==> config.mk <==
export PLATFORM = sky130hd
export DESIGN_NAME = i2c_irq_status
export DESIGN_NICKNAME = d
export VERILOG_FILES = /design/src/rtl/i2c_irq_pkg.sv /design/src/rtl/i2c_tx_flag.sv /design/src/rtl/i2c_addr_match.sv /design/src/rtl/i2c_rx_flag.sv /design/src/rtl/i2c_irq_status.sv
export SDC_FILE = /design/constraint.sdc
export NUM_CORES = 1
export LEC_CHECK = 0
export ABC_CLOCK_PERIOD_IN_PS = 1650
export BUFFER_PORTS_ARGS = -buffer_cell sky130_fd_sc_hd__buf_2
export CAP_MARGIN = 10
export CORE_AREA = 10 10 47 49
export CTS_BUF_LIST = sky130_fd_sc_hd__clkbuf_16
export CTS_CLUSTER_SIZE = 16
export DETAILED_ROUTE_END_ITERATION = 7
export DIE_AREA = 0 0 57 59
export PLACE_DENSITY = 0.69
export SYNTH_ARGS = -nofsm -noshare
export SYNTH_HDL_FRONTEND = slang
export SYNTH_SLANG_ARGS = --single-unit
==> constraint.sdc <==
create_clock -name clk -period 1.65 [get_ports clk]
set_clock_uncertainty 0.15 [all_clocks]
set_input_delay 0.33 -clock clk [delete_from_list [all_inputs] [get_ports clk]]
set_output_delay 0.33 -clock clk [all_outputs]
set_load 0.01 [all_outputs]
==> src/rtl/i2c_irq_pkg.sv <==
package i2c_irq_pkg;

  typedef enum logic [1:0] {
    TXK_DATA      = 2'd0,
    TXK_ADDR10_HI = 2'd1,
    TXK_ADDR_LAST = 2'd2,
    TXK_NONE      = 2'd3
  } txk_e;

  // Shift points at which the transmit-empty flag may be raised
  function automatic logic tx_point_ok(input logic [1:0] kind, input logic rd);
    case (kind)
      TXK_DATA:      return 1'b1;
      TXK_ADDR10_HI: return 1'b1;
      TXK_ADDR_LAST: return !rd;
      default:       return 1'b0;
    endcase
  endfunction

  // Next value of a flag; the set event wins over a clear
  function automatic logic flag_next(input logic cur, input logic set, input logic clr);
    return set | (cur & ~clr);
  endfunction

endpackage

==> src/rtl/i2c_tx_flag.sv <==
module i2c_tx_flag
  import i2c_irq_pkg::*;
(
  input  logic       clk,
  input  logic       rst,
  input  logic       en,
  input  logic       txi,
  input  logic       rd_bit,
  input  logic       hold_empty,
  input  logic       ev_tx_first,
  input  logic [1:0] tx_kind,
  input  logic       dr_wr,
  input  logic       stat_rd,
  output logic       tx_empty
);

  logic tx_set, tx_clr;

  assign tx_set = en & txi & hold_empty & ev_tx_first & tx_point_ok(tx_kind, rd_bit);
  assign tx_clr = dr_wr | stat_rd;

  always_ff @(posedge clk) begin
    if (rst || !en) tx_empty <= 1'b0;
    else            tx_empty <= flag_next(tx_empty, tx_set, tx_clr);
  end

  p_no_set_without_txi_r1: assert property (@(posedge clk) disable iff (rst)
    (!tx_empty && !(ev_tx_first && txi)) |=> !tx_empty);

  p_wr_clears_r2: assert property (@(posedge clk) disable iff (rst)
    (dr_wr && !tx_set) |=> !tx_empty);

  p_set_wins_r9: assert property (@(posedge clk) disable iff (rst)
    (tx_set && tx_clr) |=> tx_empty);

endmodule

==> src/rtl/i2c_addr_match.sv <==
module i2c_addr_match
  import i2c_irq_pkg::*;
#(
  parameter int ADDR_W = 7
) (
  input  logic              clk,
  input  logic              rst,
  input  logic              en,
  input  logic              slave_mode,
  input  logic              ev_rx_byte,
  input  logic              rx_is_addr,
  input  logic [ADDR_W:0]   rx_byte,
  input  logic [ADDR_W-1:0] own_addr,
  input  logic              ev_stop,
  input  logic              stat_rd,
  output logic              sam,
  output logic              gcall,
  output logic              sbyte,
  output logic              addressed
);

  localparam int BYTE_W = ADDR_W + 1;
  localparam logic [BYTE_W-1:0] GCALL_CODE = '0;
  localparam logic [BYTE_W-1:0] SBYTE_CODE = BYTE_W'(1);

  function automatic logic own_hit(input logic [BYTE_W-1:0] b, input logic [ADDR_W-1:0] a);
    return b[BYTE_W-1:1] == a;
  endfunction

  logic addr_ev, gc_hit, sb_hit, any_hit, sam_set;

  assign addr_ev = en & slave_mode & ev_rx_byte & rx_is_addr;
  assign gc_hit  = (rx_byte == GCALL_CODE);
  assign sb_hit  = (rx_byte == SBYTE_CODE);
  assign any_hit = own_hit(rx_byte, own_addr) | gc_hit | sb_hit;
  assign sam_set = addr_ev & any_hit;

  always_ff @(posedge clk) begin
    if (rst || !en) begin
      sam   <= 1'b0;
      gcall <= 1'b0;
      sbyte <= 1'b0;
    end else if (sam_set) begin
      sam   <= 1'b1;
      gcall <= gc_hit;
      sbyte <= sb_hit;
    end else if (stat_rd) begin
      sam   <= 1'b0;
      gcall <= 1'b0;
      sbyte <= 1'b0;
    end
  end

  always_ff @(posedge clk) begin
    if (rst || !en || !slave_mode) addressed <= 1'b0;
    else if (addr_ev)              addressed <= any_hit;
    else if (ev_stop)              addressed <= 1'b0;
  end

  p_ind_onehot_r5: assert property (@(posedge clk) disable iff (rst)
    $onehot0({gcall, sbyte}));

  p_ind_needs_sam_r5: assert property (@(posedge clk) disable iff (rst)
    (gcall || sbyte) |-> sam);

  p_stat_clears_r5: assert property (@(posedge clk) disable iff (rst)
    (stat_rd && !sam_set) |=> !sam);

endmodule

==> src/rtl/i2c_rx_flag.sv <==
module i2c_rx_flag
  import i2c_irq_pkg::*;
(
  input  logic clk,
  input  logic rst,
  input  logic en,
  input  logic slave_mode,
  input  logic irm,
  input  logic addressed,
  input  logic ev_rx_byte,
  input  logic rx_is_addr,
  input  logic ev_rx_last,
  input  logic dr_rd,
  input  logic stat_rd,
  output logic rx_full,
  output logic scl_hold
);

  logic rx_take, rx_set, rx_clr, rx_full_d, hold_req;

  // Which received bytes are reported to software
  assign rx_take   = slave_mode ? (irm | (~rx_is_addr & addressed)) : ~rx_is_addr;
  assign rx_set    = en & ev_rx_byte & rx_take;
  assign rx_clr    = dr_rd | stat_rd;
  assign rx_full_d = en & flag_next(rx_full, rx_set, rx_clr);
  assign hold_req  = ev_rx_last & rx_full;

  always_ff @(posedge clk) begin
    if (rst) begin
      rx_full  <= 1'b0;
      scl_hold <= 1'b0;
    end else begin
      rx_full  <= rx_full_d;
      scl_hold <= rx_full_d & (scl_hold | hold_req);
    end
  end

  p_hold_needs_full_r6: assert property (@(posedge clk) disable iff (rst)
    scl_hold |-> rx_full);

  p_hold_cause_r6: assert property (@(posedge clk) disable iff (rst)
    $rose(scl_hold) |-> $past(ev_rx_last && rx_full));

  p_rd_clears_r3: assert property (@(posedge clk) disable iff (rst)
    (dr_rd && !rx_set) |=> (!rx_full && !scl_hold));

  p_set_wins_r9: assert property (@(posedge clk) disable iff (rst)
    (rx_set && rx_clr) |=> rx_full);

endmodule

==> src/rtl/i2c_irq_status.sv <==
module i2c_irq_status
  import i2c_irq_pkg::*;
#(
  parameter int ADDR_W = 7
) (
  input  logic              clk,
  input  logic              rst,
  input  logic              en,
  input  logic              slave_mode,
  input  logic              txi,
  input  logic              rd_bit,
  input  logic              irm,
  input  logic [ADDR_W-1:0] own_addr,
  input  logic              hold_empty,
  input  logic              ev_tx_first,
  input  logic [1:0]        tx_kind,
  input  logic              ev_rx_byte,
  input  logic              rx_is_addr,
  input  logic [ADDR_W:0]   rx_byte,
  input  logic              ev_rx_last,
  input  logic              ev_stop,
  input  logic              dr_wr,
  input  logic              dr_rd,
  input  logic              stat_rd,
  input  logic              brg_tick,
  output logic              tx_empty,
  output logic              rx_full,
  output logic              sam,
  output logic              gcall,
  output logic              sbyte,
  output logic              irq,
  output logic              scl_hold
);

  logic addressed;
  logic any_flag;

  i2c_tx_flag u_tx (
    .clk(clk), .rst(rst), .en(en), .txi(txi), .rd_bit(rd_bit),
    .hold_empty(hold_empty), .ev_tx_first(ev_tx_first), .tx_kind(tx_kind),
    .dr_wr(dr_wr), .stat_rd(stat_rd), .tx_empty(tx_empty)
  );

  i2c_addr_match #(.ADDR_W(ADDR_W)) u_am (
    .clk(clk), .rst(rst), .en(en), .slave_mode(slave_mode),
    .ev_rx_byte(ev_rx_byte), .rx_is_addr(rx_is_addr), .rx_byte(rx_byte),
    .own_addr(own_addr), .ev_stop(ev_stop), .stat_rd(stat_rd),
    .sam(sam), .gcall(gcall), .sbyte(sbyte), .addressed(addressed)
  );

  i2c_rx_flag u_rx (
    .clk(clk), .rst(rst), .en(en), .slave_mode(slave_mode), .irm(irm),
    .addressed(addressed), .ev_rx_byte(ev_rx_byte), .rx_is_addr(rx_is_addr),
    .ev_rx_last(ev_rx_last), .dr_rd(dr_rd), .stat_rd(stat_rd),
    .rx_full(rx_full), .scl_hold(scl_hold)
  );

  assign any_flag = tx_empty | rx_full | sam;
  assign irq      = en ? any_flag : brg_tick;

  p_dis_clears_r8: assert property (@(posedge clk) disable iff (rst)
    !en |=> !(tx_empty || rx_full || sam || scl_hold));

  p_irq_has_cause_r7: assert property (@(posedge clk) disable iff (rst)
    (en && irq) |-> (tx_empty || rx_full || sam));

endmodule

==> results by stage <==
Synth:
- The most used flip-flop cell after synthesis is sky130_fd_sc_hd__dfxtp_1.
- For this run, asynchronously set or reset flops after synthesis account for 0%.
- A synthesized cell averages 8.76 µm².
- The number of distinct library cell variants in the gate-level netlist after synthesis is 24.
- The dominant cell type by area after synthesis is sky130_fd_sc_hd__dfxtp_1.
- Sequential cells were found to cover 32.7% of the synthesized design area.
- Counting flops with a built-in enable in the synthesized netlist gives 0.
- The commonest cells after synthesis are 7 x sky130_fd_sc_hd__dfxtp_1, 6 x sky130_fd_sc_hd__xnor2_1, 5 x sky130_fd_sc_hd__a21oi_1, 4 x sky130_fd_sc_hd__nand3b_1, 3 x sky130_fd_sc_hd__nand2_1.
- The share of the synthesized area in the top cell type is 32.7%.
- The number of synthesis warnings is 0.
- After synthesis the cells add up to 429 µm².
- Ranked by total cell area, the synthesized netlist is headed by sky130_fd_sc_hd__dfxtp_1 33%, sky130_fd_sc_hd__xnor2_1 12%, sky130_fd_sc_hd__nand3b_1 7.0%, sky130_fd_sc_hd__a21oi_1 5.8%, sky130_fd_sc_hd__nand2b_1 2.9%.
- Yosys instantiated no cell more often than sky130_fd_sc_hd__dfxtp_1.
- The gate count after technology mapping is 49.
- After synthesis the netlist holds a flip-flop and latch count of 7.
- The number of nets handed over by synthesis was 83.

Layout:
- The share of cells above drive strength 1 is 48.4%.
- The number of fill cells in the layout is 151.
- The layout-stage area growth over the synthesis result is 69.7%.
- The number of antenna diodes in the final layout is 0.
- The layout net count is 128.
- Leaving out filler cells and counting taps, the final layout contains 109.

Power and ir drop:
- Power spread over the standard cell area amounts to 911 mW/mm².
- The total leakage power is 0.332 nW.
- The peak ir drop on the vdd network is 0.625 mV.

Setup path:
- The number of buffers and inverters on the critical path is 1.
- STA classifies the critical path startpoint as a flip-flop.
- The data arrival at the endpoint of the critical path is 0.97 ns.
- The peak fanout along the critical path is 3.
- For the worst setup path, the data required time is 1.17 ns.
- For flop-to-flop paths, the worst setup slack is 0.31 ns.
- The signal on the critical path passes through nor3_1, a21oi_1, buf_2.
- The cell class contributing the biggest share of worst-path delay is flip-flops.
- The slowest stage of the critical path is the sky130_fd_sc_hd__dfxtp_1 cell.
- The critical path is of the reg -> out type.
- In this design, the stage delay of the slowest critical-path cell is 0.32 ns.
- STA classifies the critical path endpoint as a primary output.

Drt:
- The detailed-route vias per instance is 4.76.
- In the final routed layout, each cell accounts on average for 14.1 µm.
- For this block, the routed nets add up to 1540 µm of wire.
- Before antenna repair, the detailed router went through 2 iterations.
- The number of vias after detailed routing is 519.
- The DRC violation count after routing is 0.
- The iteration-0 DRC count of the detailed router is 8.
- Once detail routing completed, the nets flagged for antenna violations numbered 0.

STA:
- For the pin with the worst max-slew slack, the measured transition is 0.385 ns.
- The worst path uses 87.8% of the clock period.
- The final hold slack is 0.176 ns.
- The number of setup violations in the final report is 0.
- The number of pins with negative max-slew slack in the final report is 0.
- The number of hold violations in the final report is 0.
- For this run, the top clock speed supported by timing is 0.690 GHz.
- The headroom to the max-slew limit is 74.0%.
- Setup repair after global routing left no endpoint under its margin.
- The setup TNS is 0 ns.
- The minimum clock period after layout is 1.45 ns.

Run status:
- The run finished with clean final reports.

GRT:
- The global-route congestion overflow total is 0.
- The number of global-route vias before repair came to 558.
- The number of antenna violations at the first check in global routing is 0.
- The first global-routing pass estimated 2360 µm of wire.
- The maximum number of pins on one net before global-route repair is 9.
- Across every metal layer, demand over resource in global routing totals 8.66%.

Job:
- The count of max-cap constraint violations is 0.

Floorplan:
- Once the floorplan was initialized, standard cells occupied 30.6% of the core.
- The die extent in y is 59 µm.
- The area of the die is 0.00336 mm².
- The number of primary I/O pins is 41.
- Row generation in the floorplan step produced 14 rows.
- The total area inside the core boundary comes to 0.00140 mm².
- The floorplan die width is 57 µm.

Place:
- Detailed placement finished with a half-perimeter wire length of 1350 µm.
- Buffers placed on the I/O ports in this run total 40.
- At the end of routability-driven placement, the weighted congestion stood at 0.744.
- Once placement completed, the tool counted placed cells totaling 105.

CTS:
- In this run the number of H-tree levels came out at 1.
- Counting the buffers created by CTS gives 3.
- The number of hold buffers added after cts is 0.
- The number of instances resized during post-cts repair is 0.
- The CTS tree is done.
- The later pin in the worst-skew pair is clocked with a latency of 0.23 ns.
- The clock sink count is 7.
- No sink is reached through more buffers than the 2 on the longest clock path.
- The number of post-CTS setup repair buffers is 0.
- The root buffer cell is sky130_fd_sc_hd__clkbuf_16.
- The clock-pin slew on the worst setup and hold paths is 0.04 ns.

Hold path:
- The min-delay analysis places its worst path in the category in -> reg.
==> path summary, 6_finish.rpt <==
path | startpoint | endpoint | cells past startpoint
max reg2reg | u_rx.rx_full | u_rx.scl_hold | 3
min reg2reg | u_rx.scl_hold | u_rx.scl_hold | 2
min | rx_byte[0] | u_am.gcall | 2
max | u_am.sam | irq | 3
==> flip-flops by register name (all words and copies together) (netlist names) <==
| register | count |
|---|---|
| u_rx.rx_full | 1 |
| u_am.gcall | 1 |
| u_tx.tx_empty | 1 |
| u_am.addressed | 1 |
| u_am.sam | 1 |
| u_rx.scl_hold | 1 |
| u_am.sbyte | 1 |
==> worst register-to-register path, delay by kind of cell, from the launching register on <==
kind,cells,cell delay [ns]
AOI/OAI and AO/OA,1,0.18
DFF,1,0.36
and+or+nand+nor,2,0.59
==> layout by cell type, fill, tap and decap left out <==
master,count
sky130_fd_sc_hd__nor2_1,2
sky130_fd_sc_hd__o22ai_1,1
sky130_fd_sc_hd__nor3b_1,1
sky130_fd_sc_hd__nand4_1,2
sky130_fd_sc_hd__a31oi_1,1
sky130_fd_sc_hd__nor2b_1,2
sky130_fd_sc_hd__o21ai_0,1
sky130_fd_sc_hd__nand2b_1,2
sky130_fd_sc_hd__o41a_1,1
sky130_fd_sc_hd__dfxtp_1,7
sky130_fd_sc_hd__xnor2_1,6
sky130_fd_sc_hd__nand2_1,3
sky130_fd_sc_hd__clkbuf_16,3
sky130_fd_sc_hd__xor2_1,1
sky130_fd_sc_hd__or3b_2,1
sky130_fd_sc_hd__o32ai_1,1
sky130_fd_sc_hd__or2b_1,1
sky130_fd_sc_hd__a21oi_1,5
sky130_fd_sc_hd__nor3_1,2
sky130_fd_sc_hd__nor4_1,1
sky130_fd_sc_hd__nand3b_1,4
sky130_fd_sc_hd__and4_1,1
sky130_fd_sc_hd__inv_1,1
sky130_fd_sc_hd__buf_2,40
sky130_fd_sc_hd__nand4_2,1
sky130_fd_sc_hd__o41ai_1,1
sky130_fd_sc_hd__nand4b_1,1
==> cells by family after synthesis <==
family,after synthesis,synth area share (%)
simple gates,24,36.4
compound gates,11,16.6
flops,7,32.7
xor+xnor,7,14.3
==> stage by stage <==
stage	power [mW]	worst slack [ns]	area, µm²	util, %
floorplan	0.206	0.303	429	-
global placement	0.259	0.144	649	46.3
detailed placement	0.261	0.0856	649	46.3
CTS	0.671	0.178	728	52.0
global route	0.694	0.147	728	52.0
finish	0.664	0.201	728	52.0
==> power breakdown <==
group / total (mW) / leakage, nW / internal (mW) / switching [mW]
registers: 0.172 / 0.0564 / 0.171 / 0.000621
clock network: 0.405 / 0.0423 / 0.315 / 0.0901
logic: 0.0869 / 0.233 / 0.0488 / 0.0381
total: 0.663 / 0.332 / 0.535 / 0.129
==> per-layer routing <==
layer  track usage, %  share of wire (%)  vias up  wire (µm)
met3             2.36                2.9        2         45
met4             5.03                1.8        0         27
met5                0                  0        -          0
met2             16.3                 59        9        914
li1                 -                  -      274          -
met1             8.24                 36      234        552
==> area by class of cell <==
| class | instances | area, µm² | share of cell area, % |
|---|---|---|---|
| clock buffer | 3 | 75.1 | 10.3 |
| clock inverter | 1 | 3.75 | 0.515 |
| multi-input combinational | 42 | 289 | 39.7 |
| sequential | 7 | 140 | 19.2 |
| tap | 16 | 20.0 | 2.75 |
| timing repair buffer | 40 | 200 | 27.5 |
No activity file was read; power rests on OpenSTA's default activity.
